File: src/rtl/fsel_pkg.sv
package fsel_pkg;
    typedef enum logic [1:0] {
        MASK_LOAD = 2'b00,
        MASK_SET  = 2'b01,
        MASK_CLR  = 2'b10,
        MASK_HOLD = 2'b11
    } mask_op_e;
endpackage

File: src/rtl/fsel_mask_next.sv
module fsel_mask_next #(
    parameter int NUM_SRC = 32,
    localparam int IDXW = $clog2(NUM_SRC)
) (
    input  logic [NUM_SRC-1:0] mask_q,
    input  logic               wr,
    input  logic [1:0]         op,
    input  logic [NUM_SRC-1:0] wdata,
    input  logic [IDXW-1:0]    bit_idx,
    output logic [NUM_SRC-1:0] mask_d
);
    import fsel_pkg::*;

    logic [NUM_SRC-1:0] one_hot;

    always_comb begin
        one_hot = '0;
        one_hot[bit_idx] = 1'b1;
        mask_d = mask_q;
        if (wr) begin
            unique case (mask_op_e'(op))
                MASK_LOAD: mask_d = wdata;
                MASK_SET:  mask_d = mask_q | one_hot;
                MASK_CLR:  mask_d = mask_q & ~one_hot;
                default:   mask_d = mask_q;
            endcase
        end
    end
endmodule

File: src/rtl/fsel_rr_pick.sv
module fsel_rr_pick #(
    parameter int NUM_SRC = 32,
    localparam int IDXW = $clog2(NUM_SRC),
    localparam int DBL  = 2 * NUM_SRC
) (
    input  logic [NUM_SRC-1:0] pend,
    input  logic [IDXW-1:0]    ptr,
    output logic               hit,
    output logic [IDXW-1:0]    idx
);
    logic [DBL-1:0] dbl_vec;
    logic [DBL-1:0] window;
    logic [IDXW:0]  pos;

    assign dbl_vec = {pend, pend};

    for (genvar g = 0; g < DBL; g++) begin : g_win
        assign window[g] = dbl_vec[g] && (g >= int'(ptr));
    end

    always_comb begin
        hit = 1'b0;
        pos = '0;
        for (int i = DBL - 1; i >= 0; i--) begin
            if (window[i]) begin
                hit = 1'b1;
                pos = (IDXW + 1)'(i);
            end
        end
        if (int'(pos) >= NUM_SRC) idx = IDXW'(int'(pos) - NUM_SRC);
        else                      idx = IDXW'(pos);
    end
endmodule

File: src/rtl/fsel_ext_map.sv
module fsel_ext_map #(
    parameter int NUM_SRC = 32,
    parameter bit EXT_EN  = 1'b1,
    parameter int EXT_LO  = 28,
    parameter int EXT_HI  = 31,
    localparam int IDXW = $clog2(NUM_SRC)
) (
    input  logic [IDXW-1:0] idx,
    output logic            is_ext,
    output logic [IDXW-1:0] line
);
    if (EXT_EN) begin : g_ext
        always_comb begin
            is_ext = (int'(idx) >= EXT_LO) && (int'(idx) <= EXT_HI);
            line   = is_ext ? IDXW'(int'(idx) - EXT_LO) : '0;
        end
    end else begin : g_noext
        assign is_ext = 1'b0;
        assign line   = '0;
    end
endmodule

File: src/rtl/fair_irq_selector.sv
module fair_irq_selector #(
    parameter int NUM_SRC = 32,
    parameter bit EXT_EN  = 1'b1,
    parameter int EXT_LO  = 28,
    parameter int EXT_HI  = 31,
    localparam int IDXW = $clog2(NUM_SRC)
) (
    input  logic               clk,
    input  logic               rst_n,
    input  logic [NUM_SRC-1:0] src_status,
    input  logic               mask_wr,
    input  logic [1:0]         mask_op,
    input  logic [NUM_SRC-1:0] mask_wdata,
    input  logic [IDXW-1:0]    mask_bit,
    output logic [NUM_SRC-1:0] mask_out,
    input  logic               next_req,
    output logic               irq_out,
    output logic               sel_valid,
    output logic [IDXW-1:0]    sel_index,
    output logic               sel_is_external,
    output logic [IDXW-1:0]    sel_ext_line
);
    import fsel_pkg::*;

    typedef struct packed {
        logic [NUM_SRC-1:0] mask;
        logic [IDXW-1:0]    ptr;
        logic               irq;
        logic               valid;
        logic [IDXW-1:0]    idx;
        logic               ext;
        logic [IDXW-1:0]    line;
    } state_t;

    state_t st_d, st_q;

    logic [NUM_SRC-1:0] pend_w;
    logic [NUM_SRC-1:0] mask_nx;
    logic               pick_hit;
    logic [IDXW-1:0]    pick_idx;
    logic               pick_ext;
    logic [IDXW-1:0]    pick_line;

    assign pend_w = src_status & st_q.mask;

    fsel_mask_next #(.NUM_SRC(NUM_SRC)) u_mask (
        .mask_q (st_q.mask),
        .wr     (mask_wr),
        .op     (mask_op),
        .wdata  (mask_wdata),
        .bit_idx(mask_bit),
        .mask_d (mask_nx)
    );

    fsel_rr_pick #(.NUM_SRC(NUM_SRC)) u_pick (
        .pend(pend_w),
        .ptr (st_q.ptr),
        .hit (pick_hit),
        .idx (pick_idx)
    );

    fsel_ext_map #(
        .NUM_SRC(NUM_SRC), .EXT_EN(EXT_EN), .EXT_LO(EXT_LO), .EXT_HI(EXT_HI)
    ) u_ext (
        .idx   (pick_idx),
        .is_ext(pick_ext),
        .line  (pick_line)
    );

    always_comb begin
        st_d       = st_q;
        st_d.mask  = mask_nx;
        st_d.irq   = |pend_w;
        st_d.valid = 1'b0;
        st_d.idx   = '0;
        st_d.ext   = 1'b0;
        st_d.line  = '0;
        if (next_req && pick_hit) begin
            st_d.valid = 1'b1;
            st_d.idx   = pick_idx;
            st_d.ext   = pick_ext;
            st_d.line  = pick_line;
            st_d.ptr   = (int'(pick_idx) == NUM_SRC - 1) ? '0 : pick_idx + 1'b1;
        end
    end

    always_ff @(posedge clk or negedge rst_n) begin
        if (!rst_n) st_q <= '0;
        else        st_q <= st_d;
    end

    assign mask_out        = st_q.mask;
    assign irq_out         = st_q.irq;
    assign sel_valid       = st_q.valid;
    assign sel_index       = st_q.idx;
    assign sel_is_external = st_q.ext;
    assign sel_ext_line    = st_q.line;


    pick_was_pending_chk: assert property (@(posedge clk) disable iff (!rst_n)
        sel_valid |-> ((($past(pend_w) >> sel_index) & NUM_SRC'(1)) != '0));


    idle_req_chk: assert property (@(posedge clk) disable iff (!rst_n)
        (next_req && pend_w == '0) |=> (!sel_valid && $stable(st_q.ptr)));


    ptr_advance_chk: assert property (@(posedge clk) disable iff (!rst_n)
        sel_valid |-> (int'(st_q.ptr) == (int'(sel_index) + 1) % NUM_SRC));


    mask_clr_chk: assert property (@(posedge clk) disable iff (!rst_n)
        (mask_wr && mask_op == 2'b10) |=>
        (mask_out == ($past(mask_out) & ~(NUM_SRC'(1) << $past(mask_bit)))));


    ext_window_chk: assert property (@(posedge clk) disable iff (!rst_n)
        sel_is_external |-> (sel_valid && int'(sel_index) >= EXT_LO && int'(sel_index) <= EXT_HI));


    valid_after_req_chk: assert property (@(posedge clk) disable iff (!rst_n)
        sel_valid |-> $past(next_req));


    irq_follows_pend_chk: assert property (@(posedge clk) disable iff (!rst_n)
        irq_out |-> $past(pend_w != '0));
endmodule

File: config.mk
export PLATFORM = sky130hd
export DESIGN_NAME = fair_irq_selector
export DESIGN_NICKNAME = d
export VERILOG_FILES = /design/src/rtl/fsel_pkg.sv /design/src/rtl/fsel_mask_next.sv /design/src/rtl/fsel_rr_pick.sv /design/src/rtl/fsel_ext_map.sv /design/src/rtl/fair_irq_selector.sv
export SDC_FILE = /design/constraint.sdc
export NUM_CORES = 1
export LEC_CHECK = 0
export BUFFER_PORTS_ARGS = -buffer_cell sky130_fd_sc_hd__buf_4
export CORE_UTILIZATION = 45
export DETAILED_ROUTE_END_ITERATION = 12
export MAX_ROUTING_LAYER = met4
export PLACE_DENSITY = 0.75
export SLEW_MARGIN = 10
export SYNTH_ARGS = -nofsm -noshare
export SYNTH_HDL_FRONTEND = slang
export SYNTH_SLANG_ARGS = --single-unit
File: constraint.sdc
create_clock -name clk -period 3.8 [get_ports clk]
set_input_delay 0 -clock clk [delete_from_list [all_inputs] [get_ports clk]]
set_output_delay 0 -clock clk [all_outputs]
set_load 0.1 [all_outputs]
Yosys cells after proc, flatten, opt, wreduce, memory -nomap -nowiden
Index checks and enable logic that the tools add are counted.
{"block": "op_classes", "addsub": 3, "n_mul": 0, "n_div": 0, "magnitude_cmp": 35, "eq_ne": 3, "n_shift": 0, "muxes": 133, "bitwise": 4, "n_reduce_logical": 37}
{"operator": "$mux W6", "n": 63}
{"operator": "$pmux W32 S3", "n": 1}
{"operator": "$ge A5 B5 Y1 const A", "n": 15}
{"operator": "$and A32 B32 Y32", "n": 2}
{"operator": "$mux W1", "n": 64}
{"operator": "$ge A4 B5 Y1 const A", "n": 8}
{"operator": "$logic_and A1 B1 Y1", "n": 33}
{"operator": "$not A32 Y32", "n": 1}
{"operator": "$or A32 B32 Y32", "n": 1}
{"operator": "$reduce_or A32 Y1", "n": 1}
{"operator": "$ge A3 B5 Y1 const A", "n": 4}
{"operator": "$mux W5", "n": 3}
{"operator": "$mux W12", "n": 1}
{"operator": "$ge A1 B5 Y1 const A", "n": 2}
{"operator": "$ge A2 B5 Y1 const A", "n": 2}
{"operator": "$ge A6 B6 Y1 const B", "n": 1}
{"operator": "$lt A5 B6 Y1 const B", "n": 1}
{"operator": "$add A5 B1 Y5 const B", "n": 1}
{"operator": "$demux W1 S5", "n": 1}
{"operator": "$eq A5 B1 Y1 const B", "n": 1}
{"operator": "$ge A5 B1 Y1 const B", "n": 1}
{"operator": "$ge A5 B5 Y1 const B", "n": 1}
{"operator": "$sub A5 B1 Y5 const B", "n": 1}
{"operator": "$sub A5 B5 Y5 const B", "n": 1}
{"operator": "5 further kinds", "n": 5}
{"block": "totals", "register_bits": 50, "latchBits": 0, "ramBits": 0, "rom_bits": 0, "input_bits": 75, "output_inout_bits": 45, "wordCells": 222, "memories": 0}

Depth between registers and ports, before layout
Gate-level depths: netlist of run 1.
{"block": "depth", "ltp_word": 69, "mapped_depth": 16, "mapped_depth_nobuf": 14}

Hierarchy
A second synthesis of run 1 with hierarchy kept.
{"block": "unflattened", "cells_unflattened": 615, "area_unflattened_um2": 4850.9}
{"mod": "fair_irq_selector", "n_inst": 1, "cells_per_inst": 167, "area_each_um2": 2060.7, "seq_area_each_um2": 1251.2}
{"mod": "fsel_mask_next", "n_inst": 1, "cells_per_inst": 203, "area_each_um2": 1372.6, "seq_area_each_um2": 0.0}
{"mod": "fsel_rr_pick", "n_inst": 1, "cells_per_inst": 233, "area_each_um2": 1348.8, "seq_area_each_um2": 0.0}
{"mod": "fsel_ext_map", "n_inst": 1, "cells_per_inst": 12, "area_each_um2": 68.8, "seq_area_each_um2": 0.0}

Worst setup path after synthesis of run 1
OpenSTA, ideal clock, no wires.
{"block": "synth_timing", "path_type": "register to register", "start": "reg st_q (netlist bit mask_out[23])", "end": "reg st_q[16] (netlist name)", "setup_time_ns": 0.069, "t_arrival_ns": 3.435, "t_required_ns": 3.731, "slack_ns": 0.296, "stages_incl_launch_ff": 15, "path_buffers": 0, "synth_period_minus_slack_ns": 3.504, "cell_sequence": "dfrtp_1 a22oi_1 o311ai_0 a31oi_1 o21ai_0 a2111o_1 a41oi_1 o31a_1 inv_1 ha_1 and2_1 ha_1 or3_1 or4_1 nand3_1"}
{"block": "synth_via", "elab_chain_len": 61, "elab_cells_between_ends": 121, "cone_classes": "2 x add/sub; 1 x order compare; 1 x eq/ne; 114 x mux; 1 x bitwise; 2 x reduce/logical"}
{"item": "start, declared", "line": "fair_irq_selector.sv:35", "text": "state_t st_d, st_q;"}
{"item": "start signal, assigned", "line": "fair_irq_selector.sv:89", "text": "else st_q <= st_d;"}
{"item": "$and A32 B32 Y32 (*)", "line": "fair_irq_selector.sv:44", "text": "assign pend_w = src_status & st_q.mask;"}
{"item": "$mux W6 (56 in series)", "line": "fsel_rr_pick.sv:25", "text": "if (window[i]) begin"}
{"item": "$sub A5 B1 Y5 / $ge A6 B6 Y1 (equally long branches)", "line": "fsel_rr_pick.sv:30", "text": "if (int'(pos) >= NUM_SRC) idx = IDXW'(int'(pos) - NUM_SRC);"}
{"item": "$mux W5", "line": "fsel_rr_pick.sv:30"}
{"item": "$add A5 B1 Y5 / $eq A5 B1 Y1 (equally long branches)", "line": "fair_irq_selector.sv:83", "text": "st_d.ptr = (int'(pick_idx) == NUM_SRC - 1) ? '0 : pick_idx + 1'b1;"}
{"item": "$mux W5", "line": "fair_irq_selector.sv:83"}
Mark *: on every way between the ends. The rest lies on a longest branch, timed or not.
A chain may end at the register's enable or synchronous reset.

Worst setup path after layout of run 1
{"block": "layout_timing", "start": "reg st_q[14] (netlist name)", "end": "reg st_q[16] (netlist name)"}
{"block": "layout_via", "elab_chain_len": 37, "elab_cells_between_ends": 131, "cone_classes": "2 x add/sub; 32 x order compare; 1 x eq/ne; 64 x mux; 32 x reduce/logical"}
{"item": "$ge A5 B5 Y1", "line": "fsel_rr_pick.sv:18", "text": "assign window[g] = dbl_vec[g] && (g >= int'(ptr));"}
{"item": "$logic_and A1 B1 Y1", "line": "fsel_rr_pick.sv:18"}
{"item": "$mux W6 (31 in series)", "line": "fsel_rr_pick.sv:25"}
{"item": "$sub A5 B1 Y5 / $ge A6 B6 Y1 (equally long branches)", "line": "fsel_rr_pick.sv:30"}
{"item": "$mux W5", "line": "fsel_rr_pick.sv:30"}
{"item": "$add A5 B1 Y5 / $eq A5 B1 Y1 (equally long branches)", "line": "fair_irq_selector.sv:83"}
{"item": "$mux W5", "line": "fair_irq_selector.sv:83"}
Several ways; a longest one is shown, not always the timed one.

==> flow_metrics.tcl, run 1 <==
set metrics [dict create \
    setup_tns_ns 0 \
    switching_share_pct 53.6 \
    cts_sinks 50 \
    grt_overflow 0 \
    io_pins 120 \
    cts_root_buf "clkbuf_8" \
    dieArea_sq_mm 0.0111 \
    leakagePower_uw 0.00267 \
    die_x_microns 105 \
    clock_power_share_pct 10.6 \
    viasPerCell 6.09 \
    finalClockSkew_ns 0.0124 \
    r2r-start "st_q[14]$_DFFE_PN0P_" \
    die_h_microns 105 \
    hpwl_microns 12500 \
    cts_tree "done" \
    combPwrFrac_pct 69.4 \
    path_max_fanout 15 \
    crit_type "flip-flop to flip-flop" \
    start_util_pct 46.5 \
    antenna_found_initial 0 \
    grt_use_total_pct 31.7 \
    grt_pass1_wl_microns 26800 \
    worst_slack_ns 0.164 \
    dr_total_vias 5562 \
    synthArstFlopShare_pct 100 \
    synth.yosys.seq_area_share_pct 26.0 \
    synth_nets 752 \
    intPower_uw 1800 \
    fin_crit_ns 3.64 \
    worstHoldStart "mask_wdata[1]" \
    status "finished, final reports clean" \
    grt_max_degree 65 \
    rsz0062_at_grt "no" \
    ys_warn_count 0 \
    wl_microns 17000 \
    dr.pass1.iters 5 \
    drc 0 \
    hold_viol 0 \
    diodes 0 \
    io_buffers 119 \
    ys.flop_type "dfrtp_1" \
    fillers 984 \
    numCtsBuffers 5 \
    yosys-top-cells-area "dfrtp_1 (26%), a21oi_1 (12%), nand2_1 (8.8%)" \
    clock_latency_ns 0.33 \
    drt_iter0_drc 571 \
    rows 37 \
    ant_nets 0 \
    end_kind "flip-flop" \
    clkTransAtPathRegs_ns 0.10 \
    crit_required_ns 4.07 \
    setup_viol_count_final 0 \
    ys_ff_latch 50 \
    max_freq_mhz 275 \
    slew_violations 0 \
    hold_class "input port to flip-flop" \
    grt_pass1_vias 5154 \
    cap_violations 0 \
    powerDensity_mw_per_mm2 634 \
    cp.arrival_ns 3.90 \
    synth_area_sq_mm 0.00482 \
    clockBufferDepth 2 \
    synth_edf_count 0 \
    startpoint "st_q[14]$_DFFE_PN0P_" \
    tightest_slew_ns 1.20 \
    switchingPower_uw 2090 \
    synth_cell_types 68 \
    pre_cts_slack_ns 0.118 \
    syn_to_final_growth_pct 27.4 \
    timing.final.crit_share_pct 95.7 \
    routedWlPerCell_microns 18.6 \
    slew_headroom_pct 20.0 \
    synth_top_cell_by_area "dfrtp_1" \
    cp-start-kind "flip-flop" \
    drive_above_1_share_pct 23.7 \
    core_area_sq_mm 0.0104 \
    place_congestion 0.968 \
    power_frac_seq_pct 20.0 \
    htree_num_levels 2 \
    synth_top_area_share_pct 26.0 \
    synth_cells 670 \
    final_nets 860 \
    vdd_drop_max_v 0.000472 \
    syn_avg_cell_area_sq_um 7.19 \
]
## cells in the mapped netlist, types with 5 or more instances
cell and count:
nand3_1 11, ha_1 7, dfrtp_1 50, nand2_1 113, inv_1 8, buf_4 45, nand4_1 7, and2_1 13
o31a_1 5, buf_2 6, nor3_1 40, a211oi_1 5, nor2_1 25, a22o_1 7, a22oi_1 15, nand3b_1 6
o21a_1 5, o21ai_0 47, a21oi_1 114, clkbuf_1 32, o2111ai_1 6
## state kept, by name, summed over array words and instances (netlist names)
register / flops
mask_out: 32
sel_ext_line: 5
sel_index: 5
st_q: 5
irq_out: 1
sel_is_external: 1
sel_valid: 1
## critical path: stages, from the launching register on
cell and delay [ns]:
dfrtp_1 0.51, buf_12 0.19, nand4_1 0.16, a32oi_1 0.42
nor3b_1 0.09, o21ai_0 0.18, a21oi_1 0.11, a41oi_2 0.24
o31a_1 0.21, inv_1 0.05, ha_1 0.19, and2_1 0.16
ha_1 0.19, or3_1 0.36, or4_1 0.41, nand3_1 0.09
## power groups by stage
| stage | Sequential, uW | Clock (uW) | Combinational, uW |
|---|---|---|---|
| 2_1_floorplan | 783 | 0 | 1930 |
| 3_3_place_gp | 775 | 0 | 2620 |
| 3_5_place_dp | 780 | 0 | 2620 |
| 4_1_cts | 770 | 415 | 2650 |
| 5_1_grt | 790 | 437 | 2860 |
| 6_report | 777 | 412 | 2700 |
## layer usage
| layer | global-route usage (%) | up-vias | routed length [microns] |
|---|---|---|---|
| met2 | 51.3 | 270 | 8110 |
| met4 | 10.8 | 0 | 449 |
| met3 | 3.65 | 34 | 1220 |
| met5 | - | - | 0 |
| li1 | - | 2632 | - |
| met1 | 41.0 | 2626 | 7260 |
## cell families (layout without fill, tap and decap cells)
group	after synthesis	count (layout)	share of synthesized area, %
simple gates	250	250	25.2
flops	50	50	26.0
buf+inv	99	207	12.1
xor+xnor	1	1	0.182
fa+ha+maj	7	7	1.82
compound gates	263	263	34.7
## layout by cell type, fill, tap and decap left out, types with 5 or more instances in the layout
master         instances
o21a_1                 5
nor2_1                25
nor3_1                40
o2111ai_1              6
a22oi_1               14
o31a_1                 5
nand3_1               11
nand2_1              113
dfrtp_1               49
nand3b_1               6
a21oi_1              114
and2_1                13
clkbuf_8               6
nand4_1                7
ha_1                   6
a22o_1                 7
dlygate4sd3_1         30
buf_4                157
inv_1                  8
o21ai_0               47
## worst paths after layout
kind	cells past startpoint	end	slack [ns]
setup / recovery	15	st_q[16]$_DFFE_PN0P_	0.16
hold / removal	3	mask_out[1]$_DFFE_PN0P_	0.05
setup reg to reg	15	st_q[16]$_DFFE_PN0P_	0.16
hold reg to reg	2	mask_out[31]$_DFFE_PN0P_	0.55
max in group asynchronous	2	st_q[17]$_DFFE_PN0P_	3.10
min in group asynchronous	2	st_q[14]$_DFFE_PN0P_	0.24
## cell type report
type / instances / area (sq um) / area share, %
Multi-Input combinational cell: 521 / 3010 / 49.0
Timing Repair Buffer: 191 / 1560 / 25.4
Sequential cell: 50 / 1250 / 20.4
Tap cell: 136 / 170 / 2.77
Clock buffer: 6 / 82.6 / 1.35
Inverter: 9 / 33.8 / 0.551
Clock inverter: 1 / 30.0 / 0.489
## timing repair
action	in CTS	in global routing
setup buffers	0	0
endpoints found under the hold margin	81	0
hold buffers	30	0
endpoints found under the setup margin	0	1
gates resized for setup	0	4
## stage by stage
stage	hold WS, ns	power (uW)	std cells	instance area, sq um	utilization (%)
after floorplan	-0.296	2710	670	4820	-
after global routing	0.0449	4090	914	6130	59.2
final	0.0475	3890	914	6130	59.2
after CTS	0.0224	3840	914	6120	59.0
after detailed placement	0.0799	3400	877	5700	55.0
after global placement	0.0699	3400	877	5700	55.0
Power figures use the tool's default switching activity.
==> inputs of run 2 (changes only) <==
--- a/config.mk
+++ b/config.mk
@@ -9,7 +9,7 @@
 export CORE_UTILIZATION = 45
 export DETAILED_ROUTE_END_ITERATION = 12
 export MAX_ROUTING_LAYER = met4
-export PLACE_DENSITY = 0.75
+export PLACE_DENSITY = 0.72
 export SLEW_MARGIN = 10
 export SYNTH_ARGS = -nofsm -noshare
 export SYNTH_HDL_FRONTEND = slang
==> constraint.sdc (replaced) <==
create_clock -name clk -period 3.67 [get_ports clk]
set_input_delay 0 -clock clk [delete_from_list [all_inputs] [get_ports clk]]
set_output_delay 0 -clock clk [all_outputs]
set_load 0.1 [all_outputs]
==> flow_metrics.tcl, run 2 (synthesized netlist as in run 1, its figures left out) <==
set metrics [dict create \
    combPwrFrac_pct 71.3 \
    start_util_pct 46.5 \
    place_congestion 0.925 \
    cts_root_buf "clkbuf_8" \
    switchingPower_uw 2220 \
    finalClockSkew_ns 0.0119 \
    largest_register_ffs 32 \
    power_frac_seq_pct 20.1 \
    status "finished, final reports clean" \
    htree_num_levels 2 \
    drc 0 \
    clock_latency_ns 0.33 \
    tightest_slew_ns 1.14 \
    cts_sinks 50 \
    cp.arrival_ns 3.79 \
    crit_required_ns 3.93 \
    antenna_found_initial 0 \
    hold_class "input port to flip-flop" \
    dr_total_vias 5585 \
    final_cell_mix "buf_4 (189), a21oi_1 (114), nand2_1 (112), o21ai_0 (45), dfrtp_1 (43)" \
    syn_to_final_growth_pct 31.8 \
    end_kind "flip-flop" \
    diodes 0 \
    vdd_drop_max_v 0.000523 \
    whs_path_depth 3 \
    clkTransAtPathRegs_ns 0.11 \
    leakagePower_uw 0.00279 \
    fin_crit_ns 3.53 \
    hold_ws_ns 0.00790 \
    fin_cells 944 \
    setup_viol_count_final 0 \
    drive_above_1_share_pct 28.2 \
    reg2reg_depth 14 \
    post-route-util_pct 61.2 \
    io_buffers 119 \
    cap_violations 0 \
    viasPerCell 5.92 \
    dieArea_sq_mm 0.0111 \
    dp.cells 901 \
    io_pins 120 \
    numCtsBuffers 5 \
    dr.pass1.iters 5 \
    crit_type "flip-flop to flip-flop" \
    grt_pass1_wl_microns 27400 \
    powerDensity_mw_per_mm2 647 \
    ant_nets 0 \
    slew_violations 0 \
    routedWlPerCell_microns 18.2 \
    grt_use_total_pct 32.1 \
    path_max_fanout 3 \
    clock_power_share_pct 8.6 \
    grt_overflow 0 \
    cts_tree "done" \
    drt_iter0_drc 427 \
    core_area_sq_mm 0.0104 \
    intPower_uw 1890 \
    die_x_microns 105 \
    pre_cts_slack_ns -0.0590 \
    hold_viol 0 \
    grt_max_degree 65 \
    wl_microns 17200 \
    power_uw 4110 \
    die_h_microns 105 \
    hpwl_microns 13100 \
    clockBufferDepth 2 \
    final_nets 889 \
    layout_commonest_cell "buf_4" \
    switching_share_pct 54.0 \
    slew_headroom_pct 23.9 \
    worst_slack_ns 0.144 \
    cp-start-kind "flip-flop" \
    rows 37 \
    timing.final.crit_share_pct 96.1 \
    grt_pass1_vias 5335 \
    max_freq_mhz 284 \
]
## run 2: cell count changes in the layout (fill, tap and decap cells not counted), sizes merged
cell	delta
buf	+29
bufinv	-1
clkbuf	-1
clkinv	+2
inv	+1
## run 2: power groups by stage
stage	Sequential [uW]	Clock, uW	Combinational [uW]
after detailed placement	822	0	2780
after CTS	814	351	2820
after global routing	844	372	3100
final	825	352	2930
after floorplan	811	0	2000
after global placement	821	0	2770
## run 2: cell type report
type                            count  area (sq um)
Clock buffer                        5          68.8
Fill cell                         972          4020
Multi-Input combinational cell    521          3060
Tap cell                          136           170
Timing Repair Buffer              220          1740
Inverter                            9          33.8
Clock inverter                      3          18.8
Sequential cell                    50          1260
## run 2: path summary, 6_finish.rpt
check                           slack, ns                  endpoint                     start
worst max register to register       0.14      st_q[16]$_DFFE_PN0P_  mask_out[23]$_DFFE_PN0P_
worst min-delay path                0.008  mask_out[14]$_DFFE_PN0P_            mask_wdata[14]
max in group asynchronous            2.95  mask_out[25]$_DFFE_PN0P_                     rst_n
worst max-delay path                 0.14      st_q[16]$_DFFE_PN0P_  mask_out[23]$_DFFE_PN0P_
min in group asynchronous            0.23       sel_valid$_DFF_PN0_                     rst_n
worst min register to register       0.57  mask_out[31]$_DFFE_PN0P_  mask_out[31]$_DFFE_PN0P_
## run 2: what timing repair did
action	in CTS	in global routing
pin swaps	0	6
hold buffers	30	0
endpoints found under the hold margin	79	0
setup buffers	0	5
endpoints found under the setup margin	1	1
resized for setup	2	20
## run 2: stage by stage
step | cell area, sq um | TNS (ns)
after global routing | 6350 | -0.0167
after CTS | 6240 | 0
final | 6350 | 0
after floorplan | 4820 | 0
after detailed placement | 5850 | -0.0590
after global placement | 5850 | 0
## run 2: routing by layer
metal | wire length [microns] | part of all wire [%] | GRT usage, %
met1 | 7300 | 43 | 41.0
met2 | 7980 | 47 | 50.2
met3 | 1210 | 7.1 | 5.19
met4 | 663 | 3.9 | 13.7
met5 | 0 | 0 | -
## run 2: critical path, stage by stage (launching register included)
cell and delay (ns):
dfrtp_1 0.40, a22oi_2 0.25, o311ai_2 0.13, a31oi_1 0.22
o21ai_1 0.10, a2111o_1 0.39, a41oi_2 0.27, o31a_1 0.22
inv_1 0.06, ha_1 0.20, and2_1 0.17, ha_1 0.20
or3_1 0.36, or4_1 0.40, nand3_1 0.10
